[src/rtl/dts_pkg.sv]
package dts_pkg;
  typedef enum logic {
    TK_READ  = 1'b0,
    TK_WRITE = 1'b1
  } tkind_e;
endpackage

[src/rtl/dts_pick.sv]
// Selection of the tenure to launch: slot 0 by default, oldest write on priority.
module dts_pick #(
  parameter int DEPTH = 2,
  parameter int IDX_W = (DEPTH > 1) ? $clog2(DEPTH) : 1
) (
  input  logic [DEPTH-1:0] slot_vld,
  input  logic [DEPTH-1:0] slot_wr,
  input  logic             prio,
  output logic [IDX_W-1:0] sel_idx,
  output logic             any_wr
);
  logic [DEPTH:0]   wr_seen;
  logic [DEPTH-1:0] first_wr;

  assign wr_seen[0] = 1'b0;
  for (genvar i = 0; i < DEPTH; i++) begin : g_scan
    assign first_wr[i]   = slot_vld[i] & slot_wr[i] & ~wr_seen[i];
    assign wr_seen[i+1]  = wr_seen[i] | (slot_vld[i] & slot_wr[i]);
  end
  assign any_wr = wr_seen[DEPTH];

  always_comb begin
    sel_idx = '0;
    if (prio && any_wr) begin
      for (int k = 0; k < DEPTH; k++) begin
        if (first_wr[k]) sel_idx = IDX_W'(k);
      end
    end
  end
endmodule

[src/rtl/dts_queue.sv]
// Age-ordered pending storage: compacting removal at any index, append at tail.
module dts_queue #(
  parameter int DEPTH = 2,
  parameter int TAG_W = 4,
  parameter int IDX_W = (DEPTH > 1) ? $clog2(DEPTH) : 1,
  parameter int CNT_W = $clog2(DEPTH + 1)
) (
  input  logic                        clk,
  input  logic                        rst_n,
  input  logic                        pop,
  input  logic [IDX_W-1:0]            pop_idx,
  input  logic                        push,
  input  logic                        push_wr,
  input  logic [TAG_W-1:0]            push_tag,
  output logic [DEPTH-1:0]            slot_vld,
  output logic [DEPTH-1:0]            slot_wr,
  output logic [DEPTH-1:0][TAG_W-1:0] slot_tag,
  output logic [CNT_W-1:0]            count
);
  logic [CNT_W-1:0]            cnt_q, cnt_mid, cnt_d;
  logic [DEPTH-1:0]            wr_q, wr_d;
  logic [DEPTH-1:0][TAG_W-1:0] tag_q, tag_d;
  logic                        upd_en;

  assign cnt_mid = cnt_q - CNT_W'(pop);
  assign cnt_d   = cnt_mid + CNT_W'(push);
  assign upd_en  = pop | push;

  for (genvar i = 0; i < DEPTH; i++) begin : g_slot
    logic shift_in;
    assign shift_in = pop && (IDX_W'(i) >= pop_idx);
    always_comb begin
      wr_d[i]  = wr_q[i];
      tag_d[i] = tag_q[i];
      if (push && (CNT_W'(i) == cnt_mid)) begin
        wr_d[i]  = push_wr;
        tag_d[i] = push_tag;
      end else if (shift_in) begin
        if (i < DEPTH - 1) begin
          wr_d[i]  = wr_q[(i < DEPTH - 1) ? i + 1 : i];
          tag_d[i] = tag_q[(i < DEPTH - 1) ? i + 1 : i];
        end
      end
    end
    assign slot_vld[i] = (CNT_W'(i) < cnt_q);
  end

  always_ff @(posedge clk or negedge rst_n) begin
    if (!rst_n) begin
      cnt_q <= '0;
      wr_q  <= '0;
      tag_q <= '0;
    end else if (upd_en) begin
      cnt_q <= cnt_d;
      wr_q  <= wr_d;
      tag_q <= tag_d;
    end
  end

  assign slot_wr  = wr_q;
  assign slot_tag = tag_q;
  assign count    = cnt_q;

  AST_COUNT_BOUND: assert property (@(posedge clk) disable iff (!rst_n)
    cnt_q <= CNT_W'(DEPTH));
  AST_POP_NONEMPTY: assert property (@(posedge clk) disable iff (!rst_n)
    pop |-> (cnt_q != '0));
endmodule

[src/rtl/dts_active.sv]
// Active tenure register and mastership strobe.
module dts_active #(
  parameter int TAG_W = 4
) (
  input  logic             clk,
  input  logic             rst_n,
  input  logic             load,
  input  logic             load_wr,
  input  logic [TAG_W-1:0] load_tag,
  input  logic             done,
  output logic             act_valid,
  output logic             act_write,
  output logic [TAG_W-1:0] act_tag,
  output logic             take_mstr
);
  import dts_pkg::*;
  logic             vld_q, vld_d;
  tkind_e           kind_q, kind_d;
  logic [TAG_W-1:0] tag_q, tag_d;
  logic             stb_q;

  always_comb begin
    vld_d  = vld_q;
    kind_d = kind_q;
    tag_d  = tag_q;
    if (load) begin
      vld_d  = 1'b1;
      kind_d = load_wr ? TK_WRITE : TK_READ;
      tag_d  = load_tag;
    end else if (done) begin
      vld_d  = 1'b0;
    end
  end

  always_ff @(posedge clk or negedge rst_n) begin
    if (!rst_n) begin
      vld_q  <= 1'b0;
      kind_q <= TK_READ;
      tag_q  <= '0;
      stb_q  <= 1'b0;
    end else begin
      vld_q <= vld_d;
      stb_q <= load;
      if (load) begin
        kind_q <= kind_d;
        tag_q  <= tag_d;
      end
    end
  end

  assign act_valid = vld_q;
  assign act_write = (kind_q == TK_WRITE);
  assign act_tag   = tag_q;
  assign take_mstr = stb_q;

  AST_STROBE_PULSE: assert property (@(posedge clk) disable iff (!rst_n)
    take_mstr |=> !take_mstr);
  AST_STROBE_ACTIVE: assert property (@(posedge clk) disable iff (!rst_n)
    take_mstr |-> act_valid);
  AST_DONE_CLEAR: assert property (@(posedge clk) disable iff (!rst_n)
    (done && act_valid) |=> !act_valid);
endmodule

[src/rtl/dts_sched.sv]
// Top: data-tenure scheduler with write bypass on grant.
module dts_sched #(
  parameter int DEPTH = 2,
  parameter int TAG_W = 4,
  parameter int IDX_W = (DEPTH > 1) ? $clog2(DEPTH) : 1,
  parameter int CNT_W = $clog2(DEPTH + 1)
) (
  input  logic             clk,
  input  logic             rst_n,
  input  logic             enq_valid,
  input  logic             enq_write,
  input  logic [TAG_W-1:0] enq_tag,
  input  logic             gnt,
  input  logic             wr_prio,
  input  logic             done,
  output logic             take_mstr,
  output logic             act_valid,
  output logic             act_write,
  output logic [TAG_W-1:0] act_tag,
  output logic [CNT_W-1:0] q_count,
  output logic             ovf_err
);
  logic [DEPTH-1:0]            slot_vld, slot_wr;
  logic [DEPTH-1:0][TAG_W-1:0] slot_tag;
  logic [IDX_W-1:0]            sel_idx;
  logic                        any_wr;
  logic                        accept, room, push, ovf_d, ovf_q;

  assign accept = gnt && (q_count != '0) && !act_valid;
  assign room   = (q_count < CNT_W'(DEPTH)) || accept;
  assign push   = enq_valid && room;
  assign ovf_d  = enq_valid && !room;

  dts_pick #(.DEPTH(DEPTH), .IDX_W(IDX_W)) u_pick (
    .slot_vld (slot_vld),
    .slot_wr  (slot_wr),
    .prio     (wr_prio),
    .sel_idx  (sel_idx),
    .any_wr   (any_wr)
  );

  dts_queue #(.DEPTH(DEPTH), .TAG_W(TAG_W), .IDX_W(IDX_W), .CNT_W(CNT_W)) u_queue (
    .clk      (clk),
    .rst_n    (rst_n),
    .pop      (accept),
    .pop_idx  (sel_idx),
    .push     (push),
    .push_wr  (enq_write),
    .push_tag (enq_tag),
    .slot_vld (slot_vld),
    .slot_wr  (slot_wr),
    .slot_tag (slot_tag),
    .count    (q_count)
  );

  dts_active #(.TAG_W(TAG_W)) u_active (
    .clk       (clk),
    .rst_n     (rst_n),
    .load      (accept),
    .load_wr   (slot_wr[sel_idx]),
    .load_tag  (slot_tag[sel_idx]),
    .done      (done),
    .act_valid (act_valid),
    .act_write (act_write),
    .act_tag   (act_tag),
    .take_mstr (take_mstr)
  );

  always_ff @(posedge clk or negedge rst_n) begin
    if (!rst_n) ovf_q <= 1'b0;
    else        ovf_q <= ovf_d;
  end
  assign ovf_err = ovf_q;

  AST_NO_GRANT_EMPTY: assert property (@(posedge clk) disable iff (!rst_n)
    (gnt && (q_count == '0)) |=> !take_mstr);
  AST_OVF_FULL: assert property (@(posedge clk) disable iff (!rst_n)
    ovf_err |-> (q_count == CNT_W'(DEPTH)));
  AST_PRIO_WRITE: assert property (@(posedge clk) disable iff (!rst_n)
    (accept && wr_prio && any_wr) |=> act_write);
  AST_ORDER_DEFAULT: assert property (@(posedge clk) disable iff (!rst_n)
    (accept && !wr_prio) |=> (act_tag == $past(slot_tag[0])));
endmodule

[config.mk]
export PLATFORM = sky130hd
export DESIGN_NAME = dts_sched
export DESIGN_NICKNAME = d
export VERILOG_FILES = /design/src/rtl/dts_pkg.sv /design/src/rtl/dts_pick.sv /design/src/rtl/dts_queue.sv /design/src/rtl/dts_active.sv /design/src/rtl/dts_sched.sv
export SDC_FILE = /design/constraint.sdc
export NUM_CORES = 1
export LEC_CHECK = 0
export BUFFER_PORTS_ARGS = -buffer_cell sky130_fd_sc_hd__buf_2
export CAP_MARGIN = 15
export CORE_MARGIN = 2
export CORE_UTILIZATION = 56
export DETAILED_ROUTE_END_ITERATION = 8
export MAX_ROUTING_LAYER = met4
export PLACE_DENSITY_LB_ADDON = 0.15
export SYNTH_ARGS = -nofsm -noshare
export SYNTH_HDL_FRONTEND = slang
export SYNTH_HIERARCHICAL = 1
export SYNTH_SLANG_ARGS = --single-unit
[constraint.sdc]
create_clock -name clk -period 5.12 [get_ports clk]
set_input_delay 0.768 -clock clk [delete_from_list [all_inputs] [get_ports clk]]
set_output_delay 0.768 -clock clk [all_outputs]
set_load 0.01 [all_outputs]
### After elaboration in Yosys (flattened, before gate mapping)

Cells that the tools add are included.

* word-level logic and storage cells: 54
* output and inout bits: 10
* bits in registers: 20

* $lt $le $gt $ge: 5
* equality and inequality tests: 1
* mux-type cells: 13
* reductions and logical operators: 17
* bitwise gates (word level): 6
* add/subtract/negate cells: 2

Operator list (number)
* $mux W4: 4
* $mux W1: 9
* $logic_and A1 B1 Y1: 8
* $reduce_bool A2 Y1: 3
* $lt A1 B2 Y1 const A: 2
* $reduce_and A2 Y1: 2
* $and A1 B1 Y1: 3
* $add A2 B1 Y2: 1
* $eq A1 B2 Y1 const A: 1
* $logic_not A1 Y1: 2
* $logic_not A2 Y1: 1
* $lt A1 B2 Y1 const B: 1
* $lt A2 B2 Y1 const B: 1
* $or A1 B1 Y1: 2
* $sub A2 B1 Y2: 1
* $ge A1 B1 Y1 const A: 1
* $logic_or A1 B1 Y1: 1
* $not A1 Y1: 1

### Longest topological paths before layout

Gate-level depths: netlist of the first run.

* depth in word-level cells: 10
* mapped depth: 7
* mapped depth without buffers: 6

### Hierarchy

Netlist of the first run, hierarchy kept.

Modules (own cells, without submodules)
* dts_queue: area an instance 568.0 µm², cells an instance 49, times used 1
* dts_active: area an instance 274.0 µm², cells an instance 15, times used 1
* dts_sched: area an instance 108.9 µm², cells an instance 11, times used 1
* dts_pick: area an instance 18.8 µm², cells an instance 3, times used 1

### Least setup slack after synthesis of the first run

No wires, ideal clock.

* kind: input to register
* from: input gnt
* to: register u_queue.tag_q, in the netlist u_queue/slot_tag[4]
* slack: 2966 ps
* stages on the path: 5
* data arrival time: 2029 ps
* setup time: 125 ps
* cell sequence: nand2b_1 > nor2_1 > ha_1 > nand3b_2 > mux2_2

* word-level cells in the longest chain between the ends: 6
* elaborated cells between the ends (all ways): 9
* classes of those cells: 1 x add/sub; 1 x eq/ne; 1 x bitwise; 6 x reduce/logical

Ends and longest elaborated chain
* from (decl): RTL line dts_sched.sv:13 `input logic gnt,`
* $logic_and A1 B1 Y1 (*) (2 in a row): RTL line dts_sched.sv:29 `assign accept = gnt && (q_count != '0) && !act_valid;`
* net accept: RTL line dts_sched.sv:27 `logic accept, room, push, ovf_d, ovf_q;`
* $sub A2 B1 Y2 or $logic_or A1 B1 Y1 (tied branches): RTL line dts_queue.sv:25, dts_sched.sv:30
* $eq A1 B2 Y1 or $logic_and A1 B1 Y1 (tied branches): RTL line dts_queue.sv:35, dts_sched.sv:31
* $logic_and A1 B1 Y1 or $or A1 B1 Y1 (tied branches): RTL line dts_queue.sv:35, dts_queue.sv:27
* $reduce_and A2 Y1 (no line) (*)
* to (signal assigned): RTL line dts_queue.sv:56 `tag_q <= tag_d;`
* to (decl): RTL line dts_queue.sv:22 `logic [DEPTH-1:0][TAG_W-1:0] tag_q, tag_d;`

The timed path passes the listed nets; every way through them passes the cells marked *.
A chain may end at the register's enable or synchronous reset.

### Final worst setup path of the first run

* from: input gnt
* to: register u_queue.tag_q, in the netlist u_queue/slot_tag[7]

The elaborated chain is that of the path after synthesis.

==> results_dict.tcl, run 1 <==
set metrics [dict create \
    cts.root.buffer_cell "sky130_fd_sc_hd__clkbuf_4" \
    timing.critical_path.required_ns 5.30 \
    core_region_area_um2 1560 \
    antenna-diode-count 0 \
    netlist_area_um2 961 \
    final.min_clock_period_ns 2.53 \
    start_util_pct 61.6 \
    placement_rows 14 \
    timing.fmax_mhz 396 \
    gpl.final_weighted_congestion 0.731 \
    drt-total-wl_mm 1.75 \
    fin_worst_skew_ns 0.00756 \
    rsz0062_at_grt "false" \
    hold_path_class "in -> async" \
    setup_total_negative_slack_ns 0 \
    via_count 632 \
    crit_slowest_cell "sky130_fd_sc_hd__nor2_1" \
    hold_violations 0 \
    area_growth_pct 12.4 \
    synth.net_count 89 \
    wire_length_of_the_first_global_routing_pass_mm 2.86 \
    run_status "complete, no violations" \
    drt-pass1-iter-count 4 \
    cts_resizes 0 \
    critPathCaptureType "flop" \
    fin_cells 113 \
    timing.critical_path.cells "buf_2 -> nand2b_1 -> nor2_1 -> ha_1 -> xnor2_1 -> nand3b_2 -> mux2_2" \
    setup_viol_count_final 0 \
    ctsHoldBuffers 0 \
    timing.final.crit_share_pct 49.3 \
    largest_net_degree_at_the_start_of_global_routing 21 \
    htreeDepth 1 \
    clock_tree_from_tritoncts "yes" \
    die_height_um 45.4 \
    fp.dieArea_um2 2060 \
    postSynthAreaPerCell_um2 12.5 \
    rrSetupSlack_ns 2.63 \
    postLayoutCoreUtil_pct 69.3 \
    timing.setup.critical_path_class "in -> reg" \
    crit_arrival_ns 2.71 \
    dp_hpwl_mm 1.27 \
    layout.nets 111 \
    worstSetupStartpointType "primary input" \
    port-buffer-count 20 \
    first_global_vias 627 \
    path_max_fanout 12 \
    crit_end "u_queue/slot_tag[7]" \
    crit-reg2reg-launch "u_active/act_valid" \
    post_cts_buffers 0 \
    post_dp_cell_area_um2 1060 \
    n_fill_cell 129 \
    die-width_um 45.4 \
    dp.cells 110 \
    clk_transition_reported_paths_ns 0.11 \
    layout.cell_area.non_filler_um2 1080 \
    synthCells 77 \
    ir_worst_vdd_v 0.000365 \
    drt_drc_violations_left 0 \
    cts-buffers-inserted 3 \
    yosysWarnings 6 \
    detailedRoute.firstIterationViolations 3 \
    clock-sinks 20 \
    number_of_antenna_violations_at_the_first_check_in_global_routing 0 \
    grt_use_total_pct 20.6 \
    max_cap_viol_count 0 \
    drive_gt1_share_pct 42.3 \
    routed_via_density 5.59 \
    power_leakage_uw 0.000548 \
    final_antenna_net_count 0 \
    timing_worst_slew_pin_value_ns 0.946 \
    grt_remaining_overflow 0 \
    max-clock-path-buffers 2 \
    r2r-end "u_queue/slot_tag[7]" \
    worst_r2r_path_depth 6 \
    ios 21 \
    cellPowerDensity_nw_per_um2 648 \
    clk_latency_ns 0.29 \
    wl_per_cell_um 15.5 \
    critical_path.startpoint "gnt" \
    worst_slew_margin_rel_pct 36.7 \
    timing_max_transition_violations_final 0 \
    slowest_delay_ns 0.74 \
]
worst max-delay path: cells and delay by family:
kind	cells	cell delay (ns)
xor+xnor	1	0.18
fa+ha+maj	1	0.37
buf+inv	1	0.07
mux	1	0.32
simple gates	3	1.00
layout by cell type, fill, tap and decap left out:
cell and instances:
sky130_fd_sc_hd__dfrtp_1 20, sky130_fd_sc_hd__inv_1 2, sky130_fd_sc_hd__mux2_4 5, sky130_fd_sc_hd__buf_2 20, sky130_fd_sc_hd__or2_2 1, sky130_fd_sc_hd__mux2_2 10, sky130_fd_sc_hd__a21o_2 1, sky130_fd_sc_hd__nand3b_2 1
sky130_fd_sc_hd__nand2_1 3, sky130_fd_sc_hd__nand2b_1 2, sky130_fd_sc_hd__nor2_1 7, sky130_fd_sc_hd__xnor2_1 1, sky130_fd_sc_hd__a21boi_0 1, sky130_fd_sc_hd__o21ai_0 2, sky130_fd_sc_hd__clkbuf_4 3, sky130_fd_sc_hd__xor2_1 2
sky130_fd_sc_hd__ha_1 1, sky130_fd_sc_hd__nand3_1 1, sky130_fd_sc_hd__and3_1 1, sky130_fd_sc_hd__mux2i_1 6, sky130_fd_sc_hd__a21oi_1 6, sky130_fd_sc_hd__nand3b_1 1
area by class of cell:
type	instances	area (um^2)	area share, %
Timing Repair Buffer	20	100	9.27
Multi-Input combinational cell	52	429	39.7
Tap cell	16	20.0	1.85
Inverter	2	7.51	0.695
Sequential cell	20	500	46.3
Clock buffer	3	22.5	2.09
per-stage QoR:
| stage | setup slack [ns] | hold WS, ns | total power (uW) |
|---|---|---|---|
| final | 2.59 | 0.400 | 699 |
| after global routing | 2.46 | 0.427 | 748 |
| after CTS | 2.59 | 0.405 | 703 |
| after detailed placement | 2.29 | 0.488 | 628 |
| after global placement | 2.37 | 0.494 | 614 |
| after floorplan | 2.97 | 0.472 | 549 |
power by group:
group | leakage [uW] | switching (uW) | internal, uW
Sequential | 0.000238 | 56.2 | 239
Combinational | 0.000296 | 151 | 182
Clock | 0.0000138 | 43.9 | 27.3
Total | 0.000548 | 251 | 448
flip-flops by register name, indices dropped and copies added (netlist names):
name	cells
ovf_err	1
u_active/act_tag	4
u_active/act_valid	1
u_active/act_write	1
u_active/take_mstr	1
u_queue/count	2
u_queue/slot_tag	8
u_queue/slot_wr	2
metal layers:
layer | GRT usage (%) | wire length, um
met1 | 26.2 | 806
met4 | 10.6 | 9
met2 | 32.4 | 885
met3 | 2.38 | 49
met5 | - | 0
worst min-delay path by stage:
stage | startpoint | to | slack [ns] | cells past startpoint
floorplan | rst_n | ovf_err | 0.47 | 0
global placement | u_active/act_tag[0] | u_active/act_tag[0] | 0.49 | 1
detailed placement | u_active/act_tag[3] | u_active/act_tag[3] | 0.49 | 1
CTS | rst_n | u_active/act_write | 0.41 | 1
global route | rst_n | u_active/act_write | 0.43 | 1
finish | rst_n | u_active/act_write | 0.40 | 1
No activity file was read; power rests on OpenSTA's default activity.
==> inputs of run 2 (changes only) <==
- CORE_UTILIZATION: 56 -> 52
- clock period: 5.12 -> 2.5 ns (I/O delays scaled with it)
==> results_dict.tcl, run 2 (synthesized netlist as in run 1, its figures left out) <==
set metrics [dict create \
    drt-pass1-iter-count 4 \
    r2r-end "u_queue/slot_wr[0]" \
    timing.final.crit_share_pct 82.6 \
    crit_arrival_ns 2.23 \
    ctsHoldBuffers 0 \
    timing.setup.critical_path_class "reg -> reg" \
    htreeDepth 1 \
    preCtsSetupSlack_ns 0.441 \
    netSwitchingPower_uw 504 \
    layout.cell_area.non_filler_um2 1100 \
    run_status "complete, no violations" \
    dp_hpwl_mm 1.20 \
    worst_slew_margin_rel_pct 53.2 \
    setup_slack_ns 0.434 \
    timing_worst_slew_pin_value_ns 0.695 \
    setup_viol_count_final 0 \
    drt_drc_violations_left 0 \
    cts.root.buffer_cell "sky130_fd_sc_hd__clkbuf_4" \
    max_cap_viol_count 0 \
    cts_resizes 0 \
    fp.dieArea_um2 2210 \
    crit-reg2reg-launch "u_queue/count[1]" \
    rrSetupSlack_ns 0.43 \
    power_leakage_uw 0.000553 \
    wl_per_cell_um 13.1 \
    worstSetupStartpointType "flop" \
    post_cts_buffers 0 \
    ios 21 \
    max-clock-path-buffers 2 \
    hold_violations 0 \
    hold_path_class "in -> async" \
    rsz0062_at_grt "false" \
    ir_worst_vdd_v 0.000637 \
    via_count 635 \
    largest_net_degree_at_the_start_of_global_routing 21 \
    wire_length_of_the_first_global_routing_pass_mm 2.54 \
    grt_use_total_pct 17.1 \
    path_max_fanout 9 \
    internal_power_uw 923 \
    flip_flop_count_of_the_largest_register_all_copies_and_words_added 8 \
    post_dp_cell_area_um2 1080 \
    power_switching_share_pct 35.3 \
    critical_path.startpoint "u_queue/count[1]" \
    clock_tree_from_tritoncts "yes" \
    area_growth_pct 14.3 \
    die_height_um 47.0 \
    power_frac_comb_pct 47.8 \
    critPathCaptureType "flop" \
    drive_gt1_share_pct 42.9 \
    start_util_pct 55.7 \
    n_fill_cell 155 \
    whs_ns 0.0170 \
    regArea_um2 500 \
    drt-total-wl_mm 1.61 \
    placement_rows 15 \
    timing.fmax_mhz 484 \
    core_region_area_um2 1730 \
    cellPowerDensity_nw_per_um2 1300 \
    number_of_antenna_violations_at_the_first_check_in_global_routing 0 \
    share_seq_of_total_power_pct 42.2 \
    timing_max_transition_violations_final 0 \
    grt_remaining_overflow 0 \
    layout.nets 112 \
    setup_total_negative_slack_ns 0 \
    clk_latency_ns 0.29 \
    port-buffer-count 20 \
    clock-sinks 20 \
    antenna-diode-count 0 \
    gpl.final_weighted_congestion 0.833 \
    first_global_vias 567 \
    final.min_clock_period_ns 2.07 \
    timing.critical_path.required_ns 2.66 \
    detailedRoute.firstIterationViolations 6 \
    crit_end "u_queue/slot_wr[0]" \
    cts-buffers-inserted 3 \
    fin_worst_skew_ns 0.00431 \
    multiInputGateArea_um2 429 \
    die-width_um 47.0 \
    clk_transition_reported_paths_ns 0.10 \
    final_antenna_net_count 0 \
    clock_power_share_pct 10.0 \
    routed_via_density 5.16 \
    worst_r2r_path_depth 5 \
    layout.cells.most_common_list "sky130_fd_sc_hd__buf_2 (20), sky130_fd_sc_hd__dfrtp_1 (20), sky130_fd_sc_hd__mux2_2 (10)" \
]
==> run 2: worst min path at each step <==
stage	start	end	slack (ns)	depth (start not counted)
after global routing	rst_n	u_active/act_valid	0.03	1
after global placement	rst_n	u_active/take_mstr	0.34	1
after floorplan	rst_n	ovf_err	0.08	0
after detailed placement	rst_n	u_active/take_mstr	0.34	1
after CTS	rst_n	u_active/act_valid	0.02	1
final	rst_n	u_active/act_valid	0.02	1
==> run 2: worst max-delay path, cell delays in order (launching register included) <==
cell and delay (ns):
sky130_fd_sc_hd__dfrtp_1 0.48, sky130_fd_sc_hd__or2_2 0.32, sky130_fd_sc_hd__a21oi_1 0.44, sky130_fd_sc_hd__nand2b_1 0.35, sky130_fd_sc_hd__mux2i_1 0.26, sky130_fd_sc_hd__a21oi_1 0.09
==> run 2: layout make-up <==
type | instances | area share [%]
clock buffer | 3 | 2.05
inverter | 2 | 0.683
multi-input combinational | 52 | 39.1
sequential | 20 | 45.6
tap | 25 | 2.85
timing repair buffer | 21 | 9.80
==> run 2: stage by stage <==
stage,total power (uW),std cells,util [%]
3_3_place_gp,1270,120,62.3
2_1_floorplan,1120,77,-
3_5_place_dp,1290,120,62.3
6_report,1430,123,63.6
4_1_cts,1440,123,63.6
5_1_grt,1540,123,63.6
==> run 2: power by group through the flow <==
stage / Clock, uW / Sequential (uW) / Combinational [uW]
after floorplan: 0 / 621 / 503
after global placement: 0 / 603 / 667
after detailed placement: 0 / 610 / 683
after CTS: 151 / 605 / 687
after global routing: 167 / 622 / 754
final: 143 / 603 / 682
==> run 2: per-layer routing <==
| layer | GRT usage, % | up-vias | routed length [um] |
|---|---|---|---|
| li1 | - | 309 | - |
| met2 | 24.9 | 18 | 721 |
| met3 | 3.46 | 0 | 81 |
| met4 | 6.67 | 0 | 0 |
| met1 | 23.4 | 308 | 806 |
| met5 | - | - | 0 |
